==> src/rtl/bb_pkg.sv <==
package bb_pkg;
  localparam int ADDR_W   = 32;
  localparam int DATA_W   = 32;
  localparam int BIDX_W   = $clog2(DATA_W);
  localparam int LANE_W   = $clog2(DATA_W / 8);
  localparam int SUBBIT_W = 3;
  localparam int REGION_W = 20;
  localparam int ALIAS_W  = REGION_W + SUBBIT_W + 2;
  localparam int NUM_WIN  = 2;

  localparam logic [NUM_WIN-1:0][ADDR_W-1:0] DEF_ALIAS_BASE = {32'h4200_0000, 32'h2200_0000};
  localparam logic [NUM_WIN-1:0][ADDR_W-1:0] DEF_TGT_BASE   = {32'h4000_0000, 32'h2000_0000};

  typedef enum logic [1:0] {
    ST_IDLE    = 2'd0,
    ST_RD_WAIT = 2'd1,
    ST_RMW_RD  = 2'd2,
    ST_RMW_WR  = 2'd3
  } bb_state_e;

  typedef struct packed {
    logic              hit;
    logic [ADDR_W-1:0] word_addr;
    logic [BIDX_W-1:0] bit_idx;
  } bb_xlate_t;
endpackage

==> src/rtl/bb_rst_sync.sv <==
module bb_rst_sync (
  input  logic clk,
  input  logic rst_n,
  output logic rst_sync_n
);
  logic stage_q;

  always_ff @(posedge clk or negedge rst_n) begin
    if (!rst_n) begin
      stage_q    <= 1'b0;
      rst_sync_n <= 1'b0;
    end else begin
      stage_q    <= 1'b1;
      rst_sync_n <= stage_q;
    end
  end
endmodule

==> src/rtl/bb_win_decode.sv <==
module bb_win_decode
  import bb_pkg::*;
#(
  parameter logic [ADDR_W-1:0] ALIAS_BASE = 32'h2200_0000,
  parameter logic [ADDR_W-1:0] TGT_BASE   = 32'h2000_0000
) (
  input  logic [ADDR_W-1:2] word_i,
  output bb_xlate_t         xl_o
);
  logic [ALIAS_W-1:2]  off;
  logic [REGION_W-1:0] byte_off;

  assign off      = word_i[ALIAS_W-1:2];
  assign byte_off = off[ALIAS_W-1:SUBBIT_W+2];

  always_comb begin
    xl_o.hit       = (word_i[ADDR_W-1:ALIAS_W] == ALIAS_BASE[ADDR_W-1:ALIAS_W]);
    xl_o.word_addr = TGT_BASE |
                     {{(ADDR_W-REGION_W){1'b0}}, byte_off[REGION_W-1:LANE_W], {LANE_W{1'b0}}};
    xl_o.bit_idx   = {byte_off[LANE_W-1:0], off[SUBBIT_W+1:2]};
  end
endmodule

==> src/rtl/bb_alias_xlate.sv <==
module bb_alias_xlate
  import bb_pkg::*;
#(
  parameter int                                 N_WIN       = NUM_WIN,
  parameter logic [N_WIN-1:0][ADDR_W-1:0]       ALIAS_BASES = DEF_ALIAS_BASE,
  parameter logic [N_WIN-1:0][ADDR_W-1:0]       TGT_BASES   = DEF_TGT_BASE
) (
  input  logic [ADDR_W-1:2] word_i,
  output bb_xlate_t         xl_o
);
  bb_xlate_t win_xl [N_WIN];

  for (genvar g = 0; g < N_WIN; g++) begin : g_win
    bb_win_decode #(
      .ALIAS_BASE(ALIAS_BASES[g]),
      .TGT_BASE  (TGT_BASES[g])
    ) i_win (
      .word_i(word_i),
      .xl_o  (win_xl[g])
    );
  end

  // Lowest-numbered matching window wins.
  always_comb begin
    xl_o = '0;
    for (int i = N_WIN - 1; i >= 0; i--) begin
      if (win_xl[i].hit) xl_o = win_xl[i];
    end
  end
endmodule

==> src/rtl/bb_bit_merge.sv <==
module bb_bit_merge
  import bb_pkg::*;
(
  input  logic [DATA_W-1:0] word_i,
  input  logic [BIDX_W-1:0] idx_i,
  input  logic              set_i,
  output logic              bit_o,
  output logic [DATA_W-1:0] word_o
);
  assign bit_o = word_i[idx_i];

  for (genvar b = 0; b < DATA_W; b++) begin : g_bit
    assign word_o[b] = (idx_i == BIDX_W'(b)) ? set_i : word_i[b];
  end
endmodule

==> src/rtl/bb_ctrl.sv <==
module bb_ctrl
  import bb_pkg::*;
(
  input  logic              clk,
  input  logic              rst_n,
  input  logic              m_valid,
  input  logic              m_write,
  input  logic [ADDR_W-1:0] m_addr,
  input  logic [DATA_W-1:0] m_wdata,
  output logic              m_ready,
  output logic              m_rvalid,
  output logic [DATA_W-1:0] m_rdata,
  input  bb_xlate_t         xl_i,
  output logic              s_valid,
  output logic              s_write,
  output logic [ADDR_W-1:0] s_addr,
  output logic [DATA_W-1:0] s_wdata,
  input  logic              s_ready,
  input  logic              s_rvalid,
  input  logic [DATA_W-1:0] s_rdata,
  output logic [BIDX_W-1:0] idx_o,
  output logic              set_o,
  input  logic              bit_i,
  input  logic [DATA_W-1:0] merged_i
);
  bb_state_e         state_q, state_d;
  logic [BIDX_W-1:0] idx_q;
  logic              set_q;
  logic [ADDR_W-1:0] waddr_q;
  logic              alias_rd_q;
  logic [DATA_W-1:0] word_q;
  logic              cap_en;
  logic              word_en;

  always_comb begin
    state_d  = state_q;
    m_ready  = 1'b0;
    m_rvalid = 1'b0;
    m_rdata  = s_rdata;
    s_valid  = 1'b0;
    s_write  = 1'b0;
    s_addr   = m_addr;
    s_wdata  = m_wdata;
    cap_en   = 1'b0;
    word_en  = 1'b0;
    unique case (state_q)
      ST_IDLE: begin
        s_valid = m_valid;
        s_write = m_write && !xl_i.hit;
        s_addr  = xl_i.hit ? xl_i.word_addr : m_addr;
        m_ready = s_ready;
        if (m_valid && s_ready) begin
          cap_en = 1'b1;
          if (!m_write)       state_d = ST_RD_WAIT;
          else if (xl_i.hit)  state_d = ST_RMW_RD;
        end
      end
      ST_RD_WAIT: begin
        m_rvalid = s_rvalid;
        if (alias_rd_q) m_rdata = {{(DATA_W-1){1'b0}}, bit_i};
        if (s_rvalid) state_d = ST_IDLE;
      end
      ST_RMW_RD: begin
        if (s_rvalid) begin
          word_en = 1'b1;
          state_d = ST_RMW_WR;
        end
      end
      ST_RMW_WR: begin
        s_valid = 1'b1;
        s_write = 1'b1;
        s_addr  = waddr_q;
        s_wdata = word_q;
        if (s_ready) state_d = ST_IDLE;
      end
      default: state_d = ST_IDLE;
    endcase
  end

  assign idx_o = idx_q;
  assign set_o = set_q;

  always_ff @(posedge clk or negedge rst_n) begin
    if (!rst_n) state_q <= ST_IDLE;
    else        state_q <= state_d;
  end

  always_ff @(posedge clk or negedge rst_n) begin
    if (!rst_n) begin
      idx_q      <= '0;
      set_q      <= 1'b0;
      waddr_q    <= '0;
      alias_rd_q <= 1'b0;
    end else if (cap_en) begin
      idx_q      <= xl_i.bit_idx;
      set_q      <= m_wdata[0];
      waddr_q    <= xl_i.word_addr;
      alias_rd_q <= xl_i.hit;
    end
  end

  always_ff @(posedge clk or negedge rst_n) begin
    if (!rst_n)       word_q <= '0;
    else if (word_en) word_q <= merged_i;
  end
endmodule

==> src/rtl/bb_bridge.sv <==
module bb_bridge
  import bb_pkg::*;
#(
  parameter int                           N_WIN       = NUM_WIN,
  parameter logic [N_WIN-1:0][ADDR_W-1:0] ALIAS_BASES = DEF_ALIAS_BASE,
  parameter logic [N_WIN-1:0][ADDR_W-1:0] TGT_BASES   = DEF_TGT_BASE
) (
  input  logic              clk,
  input  logic              rst_n,
  input  logic              m_valid,
  output logic              m_ready,
  input  logic              m_write,
  input  logic [ADDR_W-1:0] m_addr,
  input  logic [DATA_W-1:0] m_wdata,
  output logic              m_rvalid,
  output logic [DATA_W-1:0] m_rdata,
  output logic              s_valid,
  input  logic              s_ready,
  output logic              s_write,
  output logic [ADDR_W-1:0] s_addr,
  output logic [DATA_W-1:0] s_wdata,
  input  logic              s_rvalid,
  input  logic [DATA_W-1:0] s_rdata
);
  logic              rst_sync_n;
  bb_xlate_t         xl;
  logic [BIDX_W-1:0] idx;
  logic              set_val;
  logic              sel_bit;
  logic [DATA_W-1:0] merged;

  bb_rst_sync i_rst_sync (
    .clk       (clk),
    .rst_n     (rst_n),
    .rst_sync_n(rst_sync_n)
  );

  bb_alias_xlate #(
    .N_WIN      (N_WIN),
    .ALIAS_BASES(ALIAS_BASES),
    .TGT_BASES  (TGT_BASES)
  ) i_xlate (
    .word_i(m_addr[ADDR_W-1:2]),
    .xl_o  (xl)
  );

  bb_bit_merge i_merge (
    .word_i(s_rdata),
    .idx_i (idx),
    .set_i (set_val),
    .bit_o (sel_bit),
    .word_o(merged)
  );

  bb_ctrl i_ctrl (
    .clk     (clk),
    .rst_n   (rst_sync_n),
    .m_valid (m_valid),
    .m_write (m_write),
    .m_addr  (m_addr),
    .m_wdata (m_wdata),
    .m_ready (m_ready),
    .m_rvalid(m_rvalid),
    .m_rdata (m_rdata),
    .xl_i    (xl),
    .s_valid (s_valid),
    .s_write (s_write),
    .s_addr  (s_addr),
    .s_wdata (s_wdata),
    .s_ready (s_ready),
    .s_rvalid(s_rvalid),
    .s_rdata (s_rdata),
    .idx_o   (idx),
    .set_o   (set_val),
    .bit_i   (sel_bit),
    .merged_i(merged)
  );
endmodule

==> config.mk <==
export PLATFORM = sky130hd
export DESIGN_NAME = bb_bridge
export DESIGN_NICKNAME = d
export VERILOG_FILES = /design/src/rtl/bb_pkg.sv /design/src/rtl/bb_rst_sync.sv /design/src/rtl/bb_win_decode.sv /design/src/rtl/bb_alias_xlate.sv /design/src/rtl/bb_bit_merge.sv /design/src/rtl/bb_ctrl.sv /design/src/rtl/bb_bridge.sv
export SDC_FILE = /design/constraint.sdc
export NUM_CORES = 1
export LEC_CHECK = 0
export BUFFER_PORTS_ARGS = -buffer_cell sky130_fd_sc_hd__buf_2
export CORE_MARGIN = 10
export CORE_UTILIZATION = 50
export CTS_BUF_LIST = sky130_fd_sc_hd__clkbuf_16
export CTS_CLUSTER_SIZE = 14
export DETAILED_ROUTE_END_ITERATION = 10
export PLACE_DENSITY_LB_ADDON = 0.12
export SETUP_SLACK_MARGIN = 0.4
export SLEW_MARGIN = 20
export SYNTH_ARGS = -nofsm -noshare
export SYNTH_HDL_FRONTEND = slang
export SYNTH_SLANG_ARGS = --single-unit
==> constraint.sdc <==
create_clock -name clk -period 3.8 [get_ports clk]
set_clock_uncertainty 0.05 [all_clocks]
set_input_delay 0 -clock clk [delete_from_list [all_inputs] [get_ports clk]]
set_output_delay 0 -clock clk [all_outputs]
set_load 0.01 [all_outputs]
==> tab_implementation.tex <==
\begin{tabular}{lr}
\hline
Metric & Value \\
\hline
\multicolumn{2}{l}{\textbf{Outcome}} \\
Status & finished with violations \\
Failing checks & hold timing \\
\multicolumn{2}{l}{\textbf{Timing}} \\
Post-route fraction of the period consumed by the critical path & about 66\% \\
WHS & -0.002689 ns \\
Final hold violations & 1 \\
Headroom to the max-slew limit & between 30 and 40\% \\
Post-layout min period & 2.524 ns \\
Final Slew Violations & 0 \\
Final TNS setup & 0 ns \\
RSZ-0062 raised after global routing & no \\
Final number of setup-violating endpoints & 0 \\
Worst slew pin tran & 0.9976 ns \\
Achievable Freq & a little under 400 MHz \\
\multicolumn{2}{l}{\textbf{Critical path}} \\
Cell family contributing the most delay on the critical path & flip-flops \\
CP cell instances & mux4\_2 > mux2i\_1 > nor2\_1 > nor4bb\_1 > a311oi\_1 > buf\_2 \\
Maximum net fanout on the critical path & 19 \\
Max stage delay cell, worst path & dfrtp\_1 \\
Worst Path Buf+Inv & 1 \\
Type of destination of the critical path & output pin \\
Depth of the worst register-to-register path & 5 \\
Worst setup slack for register-to-register paths & about 1.5 ns \\
Slowest Stage Delay on Critical Path & around 0.8 ns \\
Startpoint type of the worst setup path & flip-flop \\
Worst setup path class & reg -> out \\
Worst path required time & $\sim$3.8 ns \\
Startpoint of the worst register-to-register path & i\_ctrl.idx\_o[1]\$\_DFFE\_PN0P\_ \\
Crit. path cell count & 6 \\
Worst flop-to-flop path endpoint & i\_ctrl.word\_q[18]\$\_DFFE\_PN0P\_ \\
Data arrival time at the worst-slack endpoint & roughly 2.5 ns \\
\multicolumn{2}{l}{\textbf{Routing}} \\
Wire length after detailed routing & 14150 µm \\
Antenna-violating nets left & 0 \\
First drt pass iteration count & 5 \\
Drc violations & 0 \\
Total via count after detailed routing & between 4000 and 5000 \\
Drt wl/cell & 17.87 µm \\
Number of vias per cell after detailed routing & about 5.4 \\
Number of DRC markers in iteration 0 & 377 \\
\multicolumn{2}{l}{\textbf{Worst hold path}} \\
Depth of the worst hold-timing path & 3 \\
Worst Hold End & i\_ctrl.word\_q[5]\$\_DFFE\_PN0P\_ \\
Worst Hold Launch & s\_rdata[5] \\
Type of the worst min-delay path & in -> reg \\
\multicolumn{2}{l}{\textbf{Yosys}} \\
Yosys synthesis warning count & 0 \\
Cells taking the most area after synthesis & dfrtp\_1 37\%, mux2i\_1 9.4\%, mux2\_2 8.8\% \\
Library cell occupying the most area in the post-synthesis netlist & dfrtp\_1 \\
Most frequently used cell type in the post-synthesis netlist & dfrtp\_1 \\
Most used standard cells in the synthesized netlist & 63 x dfrtp\_1, 55 x nor2\_1, 46 x and2\_1 \\
Number of distinct library cells after synthesis & 39 \\
Flop and latch count out of synthesis & 63 \\
Top flip-flop cell by instance count after synthesis & dfrtp\_1 \\
Async SR Flop Fraction & 100.0\% \\
Area fraction of the dominant cell type after synthesis & 37.15\% \\
Number of synthesized flops with an enable pin & 0 \\
Sequential area share after synthesis & approximately 37\% \\
Mean area per synthesized cell & about 9.5 µm² \\
Cells after Synth & roughly 450 \\
Post-synthesis instance area & $\sim$4200 µm² \\
Post-synth net total & 555 \\
\multicolumn{2}{l}{\textbf{Die}} \\
Chip width & approximately 110 µm \\
Starting density of the core & slightly above 50\% \\
Core box area & a little over 8000 µm² \\
Die outline height & 112.1 µm \\
Total Die Area & between 10000 and 15000 µm² \\
Number of placed I/O pins & around 200 \\
Number of placement rows & 33 \\
\multicolumn{2}{l}{\textbf{Clocking}} \\
Clock tree from TritonCTS & built \\
Root buf cell & clkbuf\_16 \\
TritonCTS sink count & 63 \\
Number of buffers inserted during clock tree synthesis & 9 \\
Later-pin clock latency in the skew report & 0.32 ns \\
Number of buffers between clock root and the deepest sink & 2 \\
Setup bufs post-CTS & 0 \\
Deepest level of the CTS H-tree & 3 \\
Clock transition time at the flip-flop clock pins of the worst setup and hold paths & 0.06 ns \\
\multicolumn{2}{l}{\textbf{Power and ir drop}} \\
Ratio of total power to cell area & just under 600 nW/µm² \\
LEAKAGE & between 3 and 4 nW \\
Overall power & 3.551 mW \\
Highest ir drop seen on vdd & just over 0.5 mV \\
\multicolumn{2}{l}{\textbf{Layout}} \\
Final design instance area without fill & just over 6000 µm² \\
Layout filler cell count & 630 \\
Nets & 789 \\
Fraction of layout instances using a drive strength above 1 & approximately 39\% \\
P\&R area growth vs syn & 44.63\% \\
Antenna Cells & 0 \\
\multicolumn{2}{l}{\textbf{Global route}} \\
Pin count of the biggest net entering global routing & 65 \\
Met1 Usage GRT & between 20\% and 30\% \\
Tot GR Track Use & approximately 22\% \\
Initial antenna violation count & 0 \\
GRT overflow & 0 \\
Global route hottest layer & met2 \\
Met3 track demand over resource in global routing & between 6 and 7\% \\
Wire length of the first global-routing pass & roughly 23000 µm \\
Vias in the first global route & around 4500 \\
GR met2 Demand/Resource & 37.89\% \\
\multicolumn{2}{l}{\textbf{Flow run}} \\
Max-capacitance violation count & 0 \\
\multicolumn{2}{l}{\textbf{Placement}} \\
Number of buffers added on ports & around 200 \\
Post-DP Area & roughly 5200 µm² \\
Final estimated routing congestion in global placement & around 0.85 \\
DP HPWL & 10210 µm \\
\hline
\end{tabular}
==> where the power goes <==
part | internal (mW) | switching [mW] | total, mW | leakage, nW
Combinational | 0.724 | 0.841 | 1.56 | 2.08
Clock | 0.642 | 0.302 | 0.944 | 0.170
Sequential | 0.866 | 0.176 | 1.04 | 0.775
Total | 2.23 | 1.32 | 3.55 | 3.03
==> worst max-delay path by stage <==
stage / slack, ns / end / startpoint
floorplan: 1.87 / i_ctrl.alias_rd_q$_DFFE_PN0P_ / i_rst_sync.rst_sync_n$_DFF_PN0_
global placement: 1.55 / i_ctrl.word_q[18]$_DFFE_PN0P_ / i_ctrl.idx_o[1]$_DFFE_PN0P_
detailed placement: 1.52 / s_addr[4] / i_ctrl.state_q[0]$_DFFE_PN0P_
CTS: 1.17 / s_addr[4] / i_ctrl.state_q[0]$_DFFE_PN0P_
global route: 1.10 / m_rdata[0] / i_ctrl.state_q[1]$_DFFE_PN0P_
finish: 1.28 / m_rdata[0] / i_ctrl.idx_o[0]$_DFFE_PN0P_
==> layout by cell type (no fill, tap or decap), types with 3 or more instances in the layout <==
cell / count
mux2i_1: 40
and2_1: 45
a222oi_1: 18
buf_2: 201
dfrtp_1: 62
dlygate4sd3_1: 55
clkbuf_16: 9
a22o_1: 25
nor2_1: 55
mux2_2: 33
ha_1: 4
a21oi_1: 35
buf_4: 4
nand2b_1: 3
nor2b_1: 3
mux4_2: 6
bufinv_16: 3
nor3_1: 6
nand3_1: 7
nand2_1: 22
clkinv_4: 3
inv_1: 23
==> state kept, by name (all words and copies together) (netlist names) <==
| signal | count |
|---|---|
| i_rst_sync.stage_q | 1 |
| i_ctrl.word_q | 32 |
| i_ctrl.alias_rd_q | 1 |
| i_ctrl.state_q | 2 |
| i_ctrl.idx_o | 5 |
| i_ctrl.set_o | 1 |
| i_rst_sync.rst_sync_n | 1 |
| i_ctrl.waddr_q | 20 |
==> metrics by stage <==
step,utilization (%),hold WS (ns),setup slack (ns),std cells
3_3_place_gp,63.38,-0.2643,1.547,721
6_report,74.33,-0.002689,1.276,792
2_1_floorplan,-,-0.3456,1.866,448
5_1_grt,74.33,0.01360,1.096,792
4_1_cts,74.24,0.006173,1.172,792
3_5_place_dp,63.38,-0.2624,1.519,721
==> metal layers <==
metal  vias up  routed length, µm  part of all wire [%]
li1       2068                  -                     -
met1      2027               5743                    41
met2       191               7005                    49
met3        25               1121                   7.9
met4         0                282                   2.0
met5         -                  0                     0
==> area by class of cell <==
class / count / area (µm²) / share of cell area (%)
clock buffer: 9 / 225.2 / 3.669
multi-input combinational: 325 / 2410 / 39.26
inverter: 23 / 86.33 / 1.406
sequential: 63 / 1578 / 25.70
clock inverter: 7 / 121.4 / 1.977
timing repair buffer: 260 / 1587 / 25.85
tap: 105 / 131.4 / 2.140
==> timing repair <==
item / 4_1_cts / 5_1_grt
resized for setup: 0 / 0
hold buffers: 55 / 0
hold endpoints to repair: 53 / 0
==> tightest hold or removal path: stages <==
cell	delay, ns
buf_2	0.10
mux2i_1	0.07
a21oi_1	0.15
==> cell families (layout without fill, tap and decap cells) <==
logic type | Yosys count | in the layout | synth area share (%)
compound gates | 88 | 88 | 15.39
xor+xnor | 1 | 1 | 0.2064
fa+ha+maj | 5 | 5 | 1.474
buf+inv | 60 | 299 | 6.338
flops | 63 | 63 | 37.15
mux | 79 | 79 | 21.37
other cells | 1 | 1 | 0.08836
simple gates | 151 | 151 | 17.98
No activity file was read; power rests on OpenSTA's default activity.
